## config.mk

```make
export PLATFORM = sky130hd
export DESIGN_NAME = vblank_gen
export DESIGN_NICKNAME = d
export VERILOG_FILES = /design/src/rtl/vblank_pkg.sv /design/src/rtl/vblank_regs.sv /design/src/rtl/vblank_match.sv /design/src/rtl/vblank_gen.sv
export SDC_FILE = /design/constraint.sdc
export NUM_CORES = 1
export LEC_CHECK = 0
export BUFFER_PORTS_ARGS = -buffer_cell sky130_fd_sc_hd__buf_4
export CORE_ASPECT_RATIO = 1.25
export CORE_MARGIN = 4
export CORE_UTILIZATION = 56
export DETAILED_ROUTE_END_ITERATION = 10
export PLACE_DENSITY = 0.79
export SETUP_SLACK_MARGIN = 0.15
export SKIP_CTS_REPAIR_TIMING = 1
export SYNTH_ARGS = -nofsm -noshare
export SYNTH_HDL_FRONTEND = slang
export SYNTH_SLANG_ARGS = --single-unit
```

## constraint.sdc

```tcl
create_clock -name clk_i -period 2 [get_ports clk_i]
set_clock_uncertainty 0.15 [all_clocks]
set_input_delay 0.4 -clock clk_i [delete_from_list [all_inputs] [get_ports clk_i]]
set_output_delay 0.4 -clock clk_i [all_outputs]
set_load 0.01 [all_outputs]
```

## src/rtl/vblank_pkg.sv

```systemverilog
package vblank_pkg;
  parameter int COORD_W    = 12;
  parameter int DATA_W     = 32;
  parameter int LINE_LSB   = 16;
  parameter int PIX_LSB    = 0;
  parameter int NUM_FIELDS = 2;
  localparam int NUM_REGS  = 2 * NUM_FIELDS;
  localparam int ADDR_W    = $clog2(NUM_REGS);
  localparam int FIELD_W   = (NUM_FIELDS > 1) ? $clog2(NUM_FIELDS) : 1;

  typedef struct packed {
    logic [COORD_W-1:0] line;
    logic [COORD_W-1:0] pix;
  } coord_t;

  localparam logic [DATA_W-1:0] DATA_MASK =
    ({{(DATA_W-COORD_W){1'b0}}, {COORD_W{1'b1}}} << LINE_LSB) |
    ({{(DATA_W-COORD_W){1'b0}}, {COORD_W{1'b1}}} << PIX_LSB);

  function automatic coord_t word_to_coord(logic [DATA_W-1:0] w);
    coord_t c;
    c.line = w[LINE_LSB +: COORD_W];
    c.pix  = w[PIX_LSB  +: COORD_W];
    return c;
  endfunction

  function automatic logic [DATA_W-1:0] coord_to_word(coord_t c);
    logic [DATA_W-1:0] w;
    w = '0;
    w[LINE_LSB +: COORD_W] = c.line;
    w[PIX_LSB  +: COORD_W] = c.pix;
    return w;
  endfunction
endpackage

```

## src/rtl/vblank_regs.sv

```systemverilog
module vblank_regs
  import vblank_pkg::*;
(
  input  logic                         clk_i,
  input  logic                         rst_ni,
  input  logic                         we_i,
  input  logic [ADDR_W-1:0]            addr_i,
  input  logic [DATA_W-1:0]            wdata_i,
  output logic [DATA_W-1:0]            rdata_o,
  output coord_t [NUM_REGS-1:0]        coord_o
);
  coord_t [NUM_REGS-1:0] regs_q;
  logic unused_wbits;

  assign unused_wbits = ^(wdata_i & ~DATA_MASK);

  always_ff @(posedge clk_i or negedge rst_ni) begin
    if (!rst_ni) regs_q <= '0;
    else if (we_i) regs_q[addr_i] <= word_to_coord(wdata_i);
  end

  assign rdata_o = coord_to_word(regs_q[addr_i]);
  assign coord_o = regs_q;


  reg_store_chk: assert property (@(posedge clk_i) disable iff (!rst_ni)
    we_i |=> regs_q[$past(addr_i)] == word_to_coord($past(wdata_i)));
endmodule

```

## src/rtl/vblank_match.sv

```systemverilog
module vblank_match
  import vblank_pkg::*;
(
  input  logic [COORD_W-1:0] line_i,
  input  logic [COORD_W-1:0] pixel_i,
  input  coord_t             start_i,
  input  coord_t             stop_i,
  output logic               start_hit_o,
  output logic               stop_hit_o
);
  assign start_hit_o = (line_i == start_i.line) && (pixel_i == start_i.pix);
  assign stop_hit_o  = (line_i == stop_i.line)  && (pixel_i == stop_i.pix);
endmodule

```

## src/rtl/vblank_gen.sv

```systemverilog
module vblank_gen
  import vblank_pkg::*;
(
  input  logic               clk_i,
  input  logic               rst_ni,
  input  logic               en_i,
  input  logic [FIELD_W-1:0] field_i,
  input  logic [COORD_W-1:0] line_i,
  input  logic [COORD_W-1:0] pixel_i,
  input  logic               reg_we_i,
  input  logic [ADDR_W-1:0]  reg_addr_i,
  input  logic [DATA_W-1:0]  reg_wdata_i,
  output logic [DATA_W-1:0]  reg_rdata_o,
  output logic               vblank_o
);
  coord_t [NUM_REGS-1:0]   coords;
  logic [NUM_FIELDS-1:0]   start_hit, stop_hit;
  logic                    start_sel, stop_sel;
  logic                    blank_q;

  vblank_regs u_regs (
    .clk_i   (clk_i),
    .rst_ni  (rst_ni),
    .we_i    (reg_we_i),
    .addr_i  (reg_addr_i),
    .wdata_i (reg_wdata_i),
    .rdata_o (reg_rdata_o),
    .coord_o (coords)
  );

  // register index = {field, is_stop}
  for (genvar f = 0; f < NUM_FIELDS; f++) begin : g_field
    vblank_match u_match (
      .line_i      (line_i),
      .pixel_i     (pixel_i),
      .start_i     (coords[2*f]),
      .stop_i      (coords[2*f+1]),
      .start_hit_o (start_hit[f]),
      .stop_hit_o  (stop_hit[f])
    );
  end

  assign start_sel = start_hit[field_i];
  assign stop_sel  = stop_hit[field_i];

  always_ff @(posedge clk_i or negedge rst_ni) begin
    if (!rst_ni)        blank_q <= 1'b0;
    else if (en_i) begin
      if (stop_sel)       blank_q <= 1'b0;
      else if (start_sel) blank_q <= 1'b1;
    end
  end

  assign vblank_o = blank_q & en_i;


  start_set_chk: assert property (@(posedge clk_i) disable iff (!rst_ni)
    (en_i && start_sel && !stop_sel) |=> blank_q);

  stop_clr_chk: assert property (@(posedge clk_i) disable iff (!rst_ni)
    (en_i && stop_sel) |=> !blank_q);

  idle_hold_chk: assert property (@(posedge clk_i) disable iff (!rst_ni)
    (en_i && !start_sel && !stop_sel) |=> $stable(blank_q));

  disabled_freeze_chk: assert property (@(posedge clk_i) disable iff (!rst_ni)
    !en_i |=> $stable(blank_q));
endmodule

```

---- Word level (Yosys, flattened, before mapping) ----
Cells that the tools add are included.
operators by class
  $lt $le $gt $ge ......................... 3
  eq/ne operators ......................... 8
  muxes and demuxes ....................... 11
  bitwise gates (word level) .............. 1
  reductions and logical operators ........ 7
operator list
  cell                number
  $bwmux 96           1
  $eq 12x12->1        8
  $bmux 24 s2         1
  $demux 24 s2        1
  $mux 24             2
  $mux 1              6
  $logic_and 1x1->1   5
  $lt 2x3->1 const B  1
  $ge 2x1->1 const B  1
  $lt 1x2->1 const B  1
  $reduce_and 2->1    1
  $reduce_bool 2->1   1
  $and 1x1->1         1
word-level totals
  bits in registers ....................... 97
  output and inout bits ................... 33

---- Longest topological paths before layout ----
  word-level depth ........................ 6
  mapped depth ............................ 7
  depth with buffers taken out ............ 6

---- Cells and area by module ----
A second synthesis with hierarchy kept.
unflattened totals
  cells, all modules ...................... 377
  area total of the unflattened synthesis .. 5,377.7 µm²
by module, submodules not included
  module        instances  cells an instance  area an instance (µm²)  sequential area each (µm²)
  vblank_regs   1          243                4,246.6                 2,402.3
  vblank_match  2          64                 528.0                   0.0
  vblank_gen    1          6                  75.1                    25.0

---- Worst setup path before layout ----
OpenSTA, ideal clock, no wires.
  kind .................................... input to output
  from .................................... input port reg_addr_i[0]
  to ...................................... output port reg_rdata_o[10]
  arrival time ............................ 1.494 ns
  data required time ...................... 1.450 ns
  slack ................................... -0.044 ns
  stages on the path ...................... 3
  path buffers ............................ 2
  path through ............................ buf_2 > buf_2 > mux4_2
between the ends
  word-level cells in the longest chain between the ends .. 2
RTL lines
  element                        line               RTL
  start, declared                vblank_gen.sv:11   input logic [ADDR_W-1:0] reg_addr_i,
  $bmux 24 s2                    vblank_regs.sv:22  assign rdata_o = coord_to_word(regs_q[addr_i]);
  $mux 24 (implied by the code)  vblank_regs.sv:22
  end, declared                  vblank_gen.sv:13   output logic [DATA_W-1:0] reg_rdata_o,
No other way between the ends. The select of a mux whose other input is x is not followed.

---- Worst setup path in the final report ----
  from .................................... register u_regs.regs_q (netlist bit u_regs.coord_o[54])
  to ...................................... output port reg_rdata_o[6]
between the ends
  word-level cells in the longest chain between the ends .. 2
RTL lines
  element                          line               RTL
  start, declared                  vblank_regs.sv:12  coord_t [NUM_REGS-1:0] regs_q;
  start signal, assigned by index  vblank_regs.sv:19  else if (we_i) regs_q[addr_i] <= word_to_coord(wdata_i);
  $bmux 24 s2                      vblank_regs.sv:22
  $mux 24 (implied by the code)    vblank_regs.sv:22
No other way between the ends. The select of a mux whose other input is x is not followed.

==> flow_summary.ini <==
[synthesis]
yosys.area_share.simple = 0.0478
syn_area_um2 = 5310
muxShareOfSynthArea = 0.305
ys_ff_latch = 97
synth_xor_area_frac = 0.158
syn_inst = 383
seq_area_frac_synth = 0.457
synth_largest_area_cell = dfrtp_1
syn-mean-instance-area_um2 = 13.9
yosys_warnings = 0
synthTopCellsByArea = dfrtp_1 46%, mux2_2 20%, mux4_2 10%
yosysTopAreaCellShare = 0.457
synth_fa_ha_area_frac = 0
synth.distinct_cells = 21
synth_compound_area_frac = 0.00259
synth_top_family_by_area = multiplexers

[pwr]
internal_power_mw = 4.51
power.switching_mw = 1.81
comb_power_share = 0.308
clkPwrFrac = 0.271
ir_drop_v = 0.000561
p_sw_frac = 0.286
seqPwrFrac = 0.421
p_leak_nw = 2.91
powerDensity_nw_per_um2 = 929

[timing]
setup_viol = 0
hold_slack_ns = -0.0800
setup_tns_ns = 0
min_period_ns = 1.95
fmax_mhz = 513
maxSlewViolCount = 0
rsz0062_at_grt = yes
final.period_utilization = 0.975
tightest_slew_ns = 0.569
max-slew-margin-rel = 0.621
hold_viol = 46

[setup_path]
crit_slowest_cell = mux4_2
worstPathArrival_ns = 1.40
critPathCaptureType = output port
crit_required_ns = 1.45
cpPeakStageDelay_ns = 0.51
cp_max_fo = 3
critPathBufInv = 1
start_kind = flop
crit_type = reg2out
critPathTopFamily = multiplexers
crit_chain = mux4_2, buf_6

[grt]
grt_pass1_vias = 3843
grt_overflow_total = 0
track_usage = 0.252
grt_pass1_wl_um = 20400
grt_max_degree = 98
antenna_found_initial = 0

[clock_tree]
cts_buffers = 9
h-tree-depth = 3
clk_transition_reported_paths_ns = 0.06
cts_root_buf = clkbuf_16
cts.path.max_buffers = 2
clkLatencyLatePin_ns = 0.33
cts_sinks = 97
cts_tree = yes

[detailed_routing]
drt_wl_total_um = 13400
wl_met2_um = 6910
firstDrtPassIters = 4
dr.max_layer_used = met4
drc = 0
antenna_left = 0
routedWlPerCell_um = 21.3
route.vias.total = 3569
wl_met3_um = 758
wl_met1_um = 5490
drt_iter0_drc = 235
vias_per_cell = 5.67

[cells_and_area]
antenna_cells = 0
final_nets = 566
fin_util = 0.737
instances_no_fill = 630
final_layout_size_suffix_gt1_frac = 0.536
syn2layout_area_growth_pct = 28.0

[status]
violations = negative hold slack
outcome = complete, but fails checks

[floorplanning]
rows = 39
dieArea_um2 = 11100
start_util = 0.576
die_h_um = 117
io_pins = 96
core_area_um2 = 9220
fp.dieW_um = 95.1

[placement]
portBuffers = 79
gp_congestion = 0.892
dp_hpwl_um = 9730
dp_cells = 589

[hold_path]
holdCritPathClass = in2async

[run]
cap_violations = 0
-- power groups by stage --
stage	registers, mW	logic [mW]	clock network (mW)
global route	2.70	2.08	1.83
detailed placement	2.71	1.64	0
floorplan	2.61	1.04	0
CTS	2.68	1.65	1.74
finish	2.65	1.95	1.71
global placement	2.68	1.62	0
-- metrics by stage --
step	setup slack (ns)	cell area (um^2)	hold slack (ns)	power, mW
after floorplan	0.161	5350	-0.0456	3.66
final	0.0500	6790	-0.0800	6.31
after global routing	0.0237	6790	0.0126	6.61
after CTS	-0.165	6450	-0.00906	6.07
after detailed placement	-0.186	6150	0.349	4.35
after global placement	-0.147	6150	0.348	4.30
-- synth_stat cells --
| master | count |
|---|---|
| and2_1 | 1 |
| buf_1 | 1 |
| buf_2 | 10 |
| buf_4 | 10 |
| clkbuf_1 | 5 |
| conb_1 | 1 |
| dfrtp_1 | 97 |
| mux2_2 | 96 |
| mux4_2 | 24 |
| nand3_1 | 6 |
| nand3b_1 | 2 |
| nand4_1 | 10 |
| nand4b_1 | 1 |
| nor2_1 | 1 |
| nor3_1 | 3 |
| nor3b_2 | 1 |
| nor4_1 | 16 |
| o21ai_1 | 1 |
| o31a_1 | 1 |
| xnor2_1 | 38 |
| xor2_1 | 58 |
-- worst register-to-register path: cells and delay by family (launching register included) --
kind | cells | cell delay (ns)
compound gates | 2 | 0.20
simple gates | 3 | 0.73
xor+xnor | 1 | 0.19
flops | 1 | 0.41
-- state kept, by name (all words and copies together), names as in the netlist --
register / flops
blank_q: 1
u_regs.coord_o: 96
-- metal layers --
layer / vias up / global-route usage
met5: - / 0
met4: 0 / 0.0991
met3: 17 / 0.0550
met2: 114 / 0.428
met1: 1822 / 0.312
li1: 1616 / -
-- placed cells by master, fill, tap and decap left out, types with 2 or more instances in the layout --
| master | n |
|---|---|
| buf_4 | 102 |
| dfrtp_1 | 97 |
| mux2_2 | 96 |
| xor2_1 | 58 |
| xnor2_1 | 38 |
| mux4_2 | 24 |
| buf_6 | 22 |
| nand4_1 | 10 |
| clkbuf_16 | 9 |
| nor4_2 | 8 |
| nor4_1 | 8 |
| conb_1 | 8 |
| nand3_1 | 6 |
| buf_12 | 4 |
| nand3b_1 | 2 |
| nor3_1 | 2 |
| clkinv_2 | 2 |
| clkbuf_8 | 2 |
-- final timing paths --
check                                         from            endpoint  slack (ns)  cells after the start
worst max-delay path            u_regs.coord_o[54]      reg_rdata_o[6]        0.05                      2
worst min-delay path                        rst_ni  u_regs.coord_o[51]       -0.08                      2
worst max register to register  u_regs.coord_o[76]             blank_q        0.21                      6
worst min register to register  u_regs.coord_o[16]  u_regs.coord_o[16]        0.39                      1
max in group asynchronous                   rst_ni   u_regs.coord_o[1]        1.30                      2
min in group clk_i                 reg_wdata_i[20]  u_regs.coord_o[64]        0.17                      2
-- logic make-up after synthesis --
group                     Yosys count
xor gates and xnor gates           96
and+or+nand+nor                    41
other                               1
AOI/OAI and AO/OA                   2
buffers and inverters              26
DFF                                97
muxes                             120
-- final cells by class --
class / count / area (um^2)
clock inverter: 3 / 40.0
timing repair buffer: 128 / 1090
fill: 622 / 2430
clock buffer: 12 / 256
sequential: 97 / 2430
tap: 123 / 154
multi-input combinational: 267 / 2820
Power figures use the tool's default switching activity.
